$ cat src/rtl/dir_pkg.sv
package dir_pkg;

  typedef enum logic [1:0] {
    DS_UNC = 2'd0,
    DS_SHR = 2'd1,
    DS_EXC = 2'd2
  } dstate_e;

  typedef enum logic [2:0] {
    FS_IDLE,
    FS_LOOK,
    FS_INVAL,
    FS_WAIT,
    FS_REPLY
  } fstate_e;

  localparam logic [1:0] RK_READ  = 2'd0;
  localparam logic [1:0] RK_WRITE = 2'd1;
  localparam logic [1:0] RK_EVICT = 2'd2;

  localparam logic [1:0] MT_DATA  = 2'd0;
  localparam logic [1:0] MT_INVAL = 2'd1;
  localparam logic [1:0] MT_FETCH = 2'd2;

endpackage

$ cat src/rtl/dir_prio_arb.sv
module dir_prio_arb #(
  parameter int NODES = 4,
  localparam int NODE_W = (NODES > 1) ? $clog2(NODES) : 1
) (
  input  logic [NODES-1:0]  req,
  output logic [NODES-1:0]  grant,
  output logic [NODE_W-1:0] idx,
  output logic              any
);

  always_comb begin
    grant = '0;
    idx   = '0;
    any   = 1'b0;
    for (int i = NODES - 1; i >= 0; i--) begin
      if (req[i]) begin
        grant    = '0;
        grant[i] = 1'b1;
        idx      = NODE_W'(i);
        any      = 1'b1;
      end
    end
  end

endmodule

$ cat src/rtl/dir_table.sv
module dir_table
  import dir_pkg::*;
#(
  parameter int NODES  = 4,
  parameter int BLOCKS = 16,
  localparam int BLK_W = (BLOCKS > 1) ? $clog2(BLOCKS) : 1
) (
  input  logic              clk,
  input  logic              rst,
  input  logic [BLK_W-1:0]  rd_addr,
  output dstate_e           rd_st,
  output logic [NODES-1:0]  rd_vec,
  input  logic              we,
  input  logic [BLK_W-1:0]  wr_addr,
  input  dstate_e           wr_st,
  input  logic [NODES-1:0]  wr_vec
);

  dstate_e          st_q  [BLOCKS];
  logic [NODES-1:0] vec_q [BLOCKS];

  always_ff @(posedge clk) begin
    if (rst) begin
      for (int b = 0; b < BLOCKS; b++) begin
        st_q[b]  <= DS_UNC;
        vec_q[b] <= '0;
      end
    end else if (we) begin
      st_q[wr_addr]  <= wr_st;
      vec_q[wr_addr] <= wr_vec;
    end
  end

  assign rd_st  = st_q[rd_addr];
  assign rd_vec = vec_q[rd_addr];

  // an uncached entry never carries presence bits
  a_r1_unc_empty: assert property (@(posedge clk) disable iff (rst)
    (rd_st == DS_UNC) |-> (rd_vec == '0));

  // an exclusive entry names exactly one owner
  a_r3_exc_single: assert property (@(posedge clk) disable iff (rst)
    (rd_st == DS_EXC) |-> $onehot(rd_vec));

  // a shared entry has at least one sharer
  a_r2_shr_nonempty: assert property (@(posedge clk) disable iff (rst)
    (rd_st == DS_SHR) |-> (rd_vec != '0));

endmodule

$ cat src/rtl/dir_data_mem.sv
module dir_data_mem #(
  parameter int BLOCKS = 16,
  parameter int DATA_W = 32,
  localparam int BLK_W = (BLOCKS > 1) ? $clog2(BLOCKS) : 1
) (
  input  logic              clk,
  input  logic [BLK_W-1:0]  rd_addr,
  output logic [DATA_W-1:0] rd_data,
  input  logic              we,
  input  logic [BLK_W-1:0]  wr_addr,
  input  logic [DATA_W-1:0] wr_data
);

  logic [DATA_W-1:0] mem [BLOCKS];

  initial begin
    for (int b = 0; b < BLOCKS; b++) mem[b] = '0;
  end

  always_ff @(posedge clk) begin
    if (we) mem[wr_addr] <= wr_data;
    rd_data <= mem[rd_addr];
  end

endmodule

$ cat src/rtl/dir_home_ctrl.sv
module dir_home_ctrl
  import dir_pkg::*;
#(
  parameter int NODES  = 4,
  parameter int BLOCKS = 16,
  parameter int DATA_W = 32,
  localparam int NODE_W = (NODES > 1) ? $clog2(NODES) : 1,
  localparam int BLK_W  = (BLOCKS > 1) ? $clog2(BLOCKS) : 1
) (
  input  logic                      clk,
  input  logic                      rst,
  input  logic [NODES-1:0]          req_valid,
  input  logic [2*NODES-1:0]        req_kind,
  input  logic [BLK_W*NODES-1:0]    req_addr,
  input  logic [DATA_W*NODES-1:0]   req_wdata,
  output logic [NODES-1:0]          req_grant,
  input  logic                      own_valid,
  input  logic [DATA_W-1:0]         own_data,
  output logic                      msg_valid,
  output logic [1:0]                msg_type,
  output logic [NODE_W-1:0]         msg_dest,
  output logic [BLK_W-1:0]          msg_addr,
  output logic [DATA_W-1:0]         msg_data,
  output logic                      mem_wr_en,
  output logic [BLK_W-1:0]          mem_wr_addr,
  output logic [DATA_W-1:0]         mem_wr_data
);

  fstate_e fs_q;

  // ---------------- arbitration ----------------
  logic [NODES-1:0]  arb_req;
  logic [NODE_W-1:0] arb_idx;
  logic              arb_any;

  assign arb_req = req_valid & {NODES{fs_q == FS_IDLE}};

  dir_prio_arb #(.NODES(NODES)) arb_i (
    .req   (arb_req),
    .grant (req_grant),
    .idx   (arb_idx),
    .any   (arb_any)
  );

  logic [BLK_W-1:0]  sel_addr;
  logic [1:0]        sel_kind;
  logic [DATA_W-1:0] sel_wdata;

  assign sel_addr  = req_addr[arb_idx*BLK_W +: BLK_W];
  assign sel_kind  = req_kind[arb_idx*2 +: 2];
  assign sel_wdata = req_wdata[arb_idx*DATA_W +: DATA_W];

  // ---------------- accepted request ----------------
  logic [NODE_W-1:0] cur_node;
  logic [1:0]        cur_kind;
  logic [BLK_W-1:0]  cur_addr;
  logic [DATA_W-1:0] cur_wdata;
  logic [NODES-1:0]  req_bit;

  assign req_bit = NODES'(1) << cur_node;

  // ---------------- directory and memory ----------------
  dstate_e          t_st;
  logic [NODES-1:0] t_vec;
  logic             tbl_we;
  dstate_e          tbl_wst;
  logic [NODES-1:0] tbl_wvec;

  dstate_e           nst_q;
  logic [NODES-1:0]  nvec_q;
  logic [NODES-1:0]  inv_q;
  logic [DATA_W-1:0] dat_q;

  dir_table #(.NODES(NODES), .BLOCKS(BLOCKS)) table_i (
    .clk     (clk),
    .rst     (rst),
    .rd_addr (cur_addr),
    .rd_st   (t_st),
    .rd_vec  (t_vec),
    .we      (tbl_we),
    .wr_addr (cur_addr),
    .wr_st   (tbl_wst),
    .wr_vec  (tbl_wvec)
  );

  logic [DATA_W-1:0] mem_rdata;
  logic              mw_we;
  logic [DATA_W-1:0] mw_data;

  dir_data_mem #(.BLOCKS(BLOCKS), .DATA_W(DATA_W)) mem_i (
    .clk     (clk),
    .rd_addr (sel_addr),
    .rd_data (mem_rdata),
    .we      (mw_we),
    .wr_addr (cur_addr),
    .wr_data (mw_data)
  );

  // ---------------- action planning ----------------
  dstate_e          p_st;
  logic [NODES-1:0] p_vec;
  logic [NODES-1:0] p_inv;
  logic             p_fetch;
  logic             p_evict;
  logic             p_drop;

  always_comb begin
    p_st    = DS_SHR;
    p_vec   = req_bit;
    p_inv   = '0;
    p_fetch = 1'b0;
    p_evict = 1'b0;
    p_drop  = 1'b0;
    case (cur_kind)
      RK_READ: begin
        p_st = DS_SHR;
        if (t_st == DS_EXC) begin
          if (t_vec != req_bit) begin
            p_fetch = 1'b1;
            p_vec   = t_vec | req_bit;
          end
        end else if (t_st == DS_SHR) begin
          p_vec = t_vec | req_bit;
        end
      end
      RK_WRITE: begin
        p_st = DS_EXC;
        if (t_st == DS_SHR) p_inv = t_vec & ~req_bit;
        if (t_st == DS_EXC && t_vec != req_bit) p_fetch = 1'b1;
      end
      RK_EVICT: begin
        if (t_st == DS_EXC && t_vec == req_bit) p_evict = 1'b1;
        else p_drop = 1'b1;
      end
      default: p_drop = 1'b1;
    endcase
  end

  // lowest set bit of the directory vector (the owner in exclusive state)
  logic [NODE_W-1:0] own_idx;
  always_comb begin
    own_idx = '0;
    for (int i = NODES - 1; i >= 0; i--) if (t_vec[i]) own_idx = NODE_W'(i);
  end

  // lowest pending invalidate target
  logic [NODE_W-1:0] inv_idx;
  logic              inv_last;
  always_comb begin
    inv_idx = '0;
    for (int i = NODES - 1; i >= 0; i--) if (inv_q[i]) inv_idx = NODE_W'(i);
  end
  assign inv_last = ((inv_q & (inv_q - NODES'(1))) == '0);

  // ---------------- write strobes ----------------
  assign tbl_we   = (fs_q == FS_REPLY) || (fs_q == FS_LOOK && p_evict);
  assign tbl_wst  = (fs_q == FS_REPLY) ? nst_q : DS_UNC;
  assign tbl_wvec = (fs_q == FS_REPLY) ? nvec_q : '0;

  assign mw_we   = (fs_q == FS_LOOK && p_evict) || (fs_q == FS_WAIT && own_valid);
  assign mw_data = (fs_q == FS_LOOK) ? cur_wdata : own_data;

  // ---------------- sequencer ----------------
  always_ff @(posedge clk) begin
    if (rst) begin
      fs_q        <= FS_IDLE;
      cur_node    <= '0;
      cur_kind    <= RK_READ;
      cur_addr    <= '0;
      cur_wdata   <= '0;
      nst_q       <= DS_UNC;
      nvec_q      <= '0;
      inv_q       <= '0;
      dat_q       <= '0;
      msg_valid   <= 1'b0;
      msg_type    <= MT_DATA;
      msg_dest    <= '0;
      msg_addr    <= '0;
      msg_data    <= '0;
      mem_wr_en   <= 1'b0;
      mem_wr_addr <= '0;
      mem_wr_data <= '0;
    end else begin
      msg_valid   <= 1'b0;
      mem_wr_en   <= mw_we;
      mem_wr_addr <= cur_addr;
      mem_wr_data <= mw_data;
      case (fs_q)
        FS_IDLE: begin
          if (arb_any) begin
            cur_node  <= arb_idx;
            cur_kind  <= sel_kind;
            cur_addr  <= sel_addr;
            cur_wdata <= sel_wdata;
            fs_q      <= FS_LOOK;
          end
        end
        FS_LOOK: begin
          dat_q  <= mem_rdata;
          nst_q  <= p_st;
          nvec_q <= p_vec;
          if (p_evict || p_drop) begin
            fs_q <= FS_IDLE;
          end else if (p_fetch) begin
            msg_valid <= 1'b1;
            msg_type  <= MT_FETCH;
            msg_dest  <= own_idx;
            msg_addr  <= cur_addr;
            msg_data  <= '0;
            fs_q      <= FS_WAIT;
          end else if (p_inv != '0) begin
            inv_q <= p_inv;
            fs_q  <= FS_INVAL;
          end else begin
            fs_q <= FS_REPLY;
          end
        end
        FS_INVAL: begin
          msg_valid <= 1'b1;
          msg_type  <= MT_INVAL;
          msg_dest  <= inv_idx;
          msg_addr  <= cur_addr;
          msg_data  <= '0;
          inv_q     <= inv_q & ~(NODES'(1) << inv_idx);
          if (inv_last) fs_q <= FS_REPLY;
        end
        FS_WAIT: begin
          if (own_valid) begin
            dat_q <= own_data;
            fs_q  <= FS_REPLY;
          end
        end
        FS_REPLY: begin
          msg_valid <= 1'b1;
          msg_type  <= MT_DATA;
          msg_dest  <= cur_node;
          msg_addr  <= cur_addr;
          msg_data  <= dat_q;
          fs_q      <= FS_IDLE;
        end
        default: fs_q <= FS_IDLE;
      endcase
    end
  end

  // ---------------- assertions ----------------
  // never more than one grant
  a_r10_grant_onehot: assert property (@(posedge clk) disable iff (rst)
    $onehot0(req_grant));

  // a grant only goes to a raised request with no lower raised request
  a_r10_grant_lowest: assert property (@(posedge clk) disable iff (rst)
    (req_grant != '0) |-> (((req_grant & ~req_valid) == '0) &&
                           ((req_valid & (req_grant - NODES'(1))) == '0)));

  // nothing is granted while an owner fetch is outstanding
  a_r11_no_grant_waiting: assert property (@(posedge clk) disable iff (rst)
    (fs_q == FS_WAIT) |-> (req_grant == '0));

  // an invalidate never targets the requesting node
  a_r4_inval_not_requester: assert property (@(posedge clk) disable iff (rst)
    (msg_valid && msg_type == MT_INVAL) |-> (msg_dest != cur_node));

  // a fetch is always followed by the wait for the owner
  a_r5_fetch_waits: assert property (@(posedge clk) disable iff (rst)
    (msg_valid && msg_type == MT_FETCH) |-> (fs_q == FS_WAIT));

  // memory is only written by an owner response or an owner write-back
  a_r8_mem_wr_source: assert property (@(posedge clk) disable iff (rst)
    mem_wr_en |-> ($past(fs_q == FS_WAIT && own_valid) || $past(fs_q == FS_LOOK)));

endmodule

$ cat config.mk
export PLATFORM = sky130hd
export DESIGN_NAME = dir_home_ctrl
export DESIGN_NICKNAME = d
export VERILOG_FILES = /design/src/rtl/dir_pkg.sv /design/src/rtl/dir_prio_arb.sv /design/src/rtl/dir_table.sv /design/src/rtl/dir_data_mem.sv /design/src/rtl/dir_home_ctrl.sv
export SDC_FILE = /design/constraint.sdc
export NUM_CORES = 1
export LEC_CHECK = 0
export BUFFER_PORTS_ARGS = -buffer_cell sky130_fd_sc_hd__buf_2
export CELL_PAD_IN_SITES_DETAIL_PLACEMENT = 0
export CELL_PAD_IN_SITES_GLOBAL_PLACEMENT = 1
export CORE_ASPECT_RATIO = 0.6
export CORE_MARGIN = 1
export CORE_UTILIZATION = 55
export CTS_BUF_LIST = sky130_fd_sc_hd__clkbuf_8
export DETAILED_ROUTE_END_ITERATION = 7
export PLACE_DENSITY = 0.85
export SYNTH_ARGS = -nofsm -noshare
export SYNTH_HDL_FRONTEND = slang
export SYNTH_SLANG_ARGS = --single-unit
$ cat constraint.sdc
create_clock -name clk -period 14.5 [get_ports clk]
set_clock_uncertainty 0.1 [all_clocks]
set_input_delay 0.725 -clock clk [delete_from_list [all_inputs] [get_ports clk]]
set_output_delay 0.725 -clock clk [all_outputs]
set_load 0.005 [all_outputs]
==> impl_metrics.tcl <==
set metrics [dict create \
    cp.required_ns 14.99 \
    ys_async_sr_fraction_pct 0 \
    ant_nets 0 \
    hold_viol 0 \
    slew_headroom_pct 21.2 \
    initial_utilization_pct 55.8 \
    drt_iter0_drc 2522 \
    syn_inst 2517 \
    post_cts.repair.setup_buffers 0 \
    synth_edf_count 608 \
    cp-startpoint "fs_q[2]" \
    critPathCapture "mem_i.rd_data[0]" \
    drv_cap 0 \
    gp_congestion 0.929 \
    cp_slowest_cell "nand2_8" \
    core_um2 59200 \
    path_clk_slew_ns 0.07 \
    cts_root_buf "clkbuf_8" \
    timing.final.crit_share_pct 37.1 \
    track_usage_pct 29.9 \
    stdcell_area_um2 37200 \
    worstMarginPinSlew_ns 1.18 \
    post_drt_wl_per_cell_um 25.3 \
    clk_latency_ns 0.72 \
    routed_via_density 6.19 \
    syn_avg_cell_area_um2 13.1 \
    cp.depth 9 \
    intPower_mw 4.28 \
    grt_setup_unrepaired "false" \
    cts_resized 0 \
    ys_ff_latch 807 \
    power.density_nw_per_um2 176 \
    tns_ns 0 \
    synth_fp_nets 2716 \
    dieWidth_um 318 \
    max_freq_mhz 186 \
    period_minus_slack_ns 5.38 \
    overflow 0 \
    final_common_cell "edfxtp_1" \
    p_switching_mw 2.25 \
    rrSetupSlack_ns 9.12 \
    drt-total-wl_um 91700 \
    yosys_warnings 0 \
    hpwl_um 56200 \
    cp-end-kind "register" \
    setup_viol 0 \
    grt_max_degree 194 \
    remaining_drc_errors 0 \
    worst-r2r-cell-count 9 \
    worst-setup-path-type "reg -> reg" \
    num_vias 22400 \
    p_sw_share_pct 34.5 \
    seqPwrFrac_pct 46.1 \
    max_stage_delay_ns 0.85 \
    io_buffers 272 \
    rr_endpoint "mem_i.rd_data[0]" \
    r2r-start "fs_q[2]" \
    arrival_ns 5.87 \
    cts_hold_buffers 0 \
    htreeDepth 3 \
    dieArea_um2 61100 \
    cp_top_family "simple AND/OR/NAND/NOR gates" \
    grt_antenna_before_repair 2 \
    cts_tree "done" \
    clockBufferDepth 3 \
    holdWs_ns 0.207 \
    final_cell_mix "608 x edfxtp_1, 337 x nand2_1, 271 x buf_2" \
    crit_buf_inv 2 \
    cts_sinks 807 \
    nNetsFinal 2944 \
    crit_chain "or4_4 > or3_1 > buf_4 > o211ai_4 > nand2_8 > buf_4 > a211oi_1 > a211oi_1 > or4_1" \
    area_delta_synth_final_pct 12.5 \
    grt_pass1_vias 21300 \
    grt_pass1_wl_um 135000 \
    nFillCells 4531 \
    fp-row-count 69 \
    dpl_cell_area_um2 35000 \
    outcome "finished, final reports clean" \
    hold_class "in -> reg" \
    cp_max_fo 123 \
    io-pin-count 273 \
    drive_gt1_share_pct 20.7 \
    combinationalPowerShare_pct 27.8 \
    ys_types 54 \
    syn-cell-area_um2 33000 \
    pwr-share-clk_pct 26.1 \
    fp.dieH_um 192 \
    start_kind "register" \
    power_leakage_nw 14.0 \
    cts_inserted_buffers 110 \
    irDropWorstVdd_mv 0.101 \
    maxSlewViolCount 0 \
    synth_ff_type "edfxtp_1" \
    ys_seq_area_share_pct 67.3 \
    firstDrtPassIters 6 \
]
[synth_stat cells (5+ instances only)]
cell	instances	area [µm²]
dfxtp_1	199	3980
nor2_1	203	762
a211oi_2	32	400
mux4_2	27	608
and3_1	163	1020
a211oi_1	225	1690
and2_1	5	31.3
nand2b_1	15	93.8
nor3_1	26	130
a22o_1	32	280
buf_6	13	146
a21oi_1	84	420
inv_1	6	22.5
nand3_1	8	40.0
buf_1	11	41.3
or4_1	34	255
nor2b_1	18	113
a31o_2	13	114
clkbuf_1	148	556
buf_4	6	45.0
buf_2	22	110
mux2i_1	147	1470
a311oi_1	68	596
ha_1	8	100
edfxtp_1	608	18300
nand2_1	338	1270
[per-stage QoR]
stage,cells,power (mW),utilization [%],setup WS (ns)
global placement,3414,4.79,59.0,9.13
global route,3622,6.80,62.8,8.98
floorplan,2517,4.24,-,8.31
detailed placement,3414,4.84,59.0,9.02
finish,3623,6.53,62.8,9.12
CTS,3621,6.52,62.7,9.27
[sequential cells by signal, indices dropped and copies added (netlist names), named ones only]
signal and cells:
mem_i.rd_data 32, nvec_q 4, mem_wr_en 1, fs_q 3, msg_dest 2, dat_q 32
table_i.vec_q 64, nst_q 2, inv_q 4, cur_node 2, msg_valid 1, msg_addr 4
mem_i.mem 512, cur_wdata 32, mem_wr_addr 4, msg_type 2, cur_kind 2, cur_addr 4
msg_data 32, table_i.st_q 32, mem_wr_data 32
[area by class of cell]
cell class / count / area (µm²) / area share (%)
Antenna cell: 2 / 5.00 / 0.0135
Clock inverter: 69 / 295 / 0.794
Clock buffer: 138 / 1900 / 5.11
Tap cell: 781 / 977 / 2.63
Inverter: 7 / 26.3 / 0.0707
Multi-Input combinational cell: 1503 / 10000 / 27.0
Timing Repair Buffer: 316 / 1710 / 4.59
Sequential cell: 807 / 22200 / 59.8
[power groups by stage]
stage	Combinational, mW	Sequential [mW]	Clock (mW)
floorplan	1.29	2.95	0
global placement	1.74	3.05	0
detailed placement	1.79	3.05	0
CTS	1.80	3.00	1.72
global route	1.96	3.03	1.82
finish	1.82	3.01	1.70
[how the worst min path moves through the flow]
stage / startpoint / to / slack, ns / cells past startpoint
after global placement: dat_q[28] / msg_data[28] / 0.35 / 1
after detailed placement: dat_q[16] / msg_data[16] / 0.35 / 1
final: own_data[29] / dat_q[29] / 0.21 / 3
after floorplan: dat_q[10] / msg_data[10] / 0.34 / 1
after CTS: own_data[5] / mem_wr_data[5] / 0.17 / 3
after global routing: own_data[29] / dat_q[29] / 0.19 / 3
[per-layer routing]
| metal | wire length [µm] | vias up | part of all wire [%] | global-route usage (%) |
|---|---|---|---|---|
| met1 | 39200 | 11200 | 43 | 42.5 |
| met4 | 2650 | 0 | 2.9 | 9.33 |
| met3 | 8740 | 178 | 9.5 | 6.78 |
| met2 | 41100 | 1055 | 45 | 45.9 |
| met5 | 0 | - | 0 | 0 |
| li1 | - | 10000 | - | - |
[tightest hold or removal path, stage by stage]
cell and delay (ns):
buf_2 0.11, nand2_1 0.05, a311oi_1 0.08
[kinds of logic (layout without fill, tap and decap cells)]
| group | after synthesis | in the layout | synth area share, % |
|---|---|---|---|
| buffers and inverters | 207 | 530 | 2.80 |
| other | 0 | 2 | 0 |
| flip-flops | 807 | 807 | 67.3 |
| adder cells (fa/ha/maj) | 8 | 8 | 0.303 |
| AO/OA/AOI/OAI | 486 | 486 | 11.4 |
| multiplexers | 178 | 178 | 6.44 |
| AND/OR/NAND/NOR | 831 | 831 | 11.8 |
Note: power is estimated with default switching activity, not from simulation.
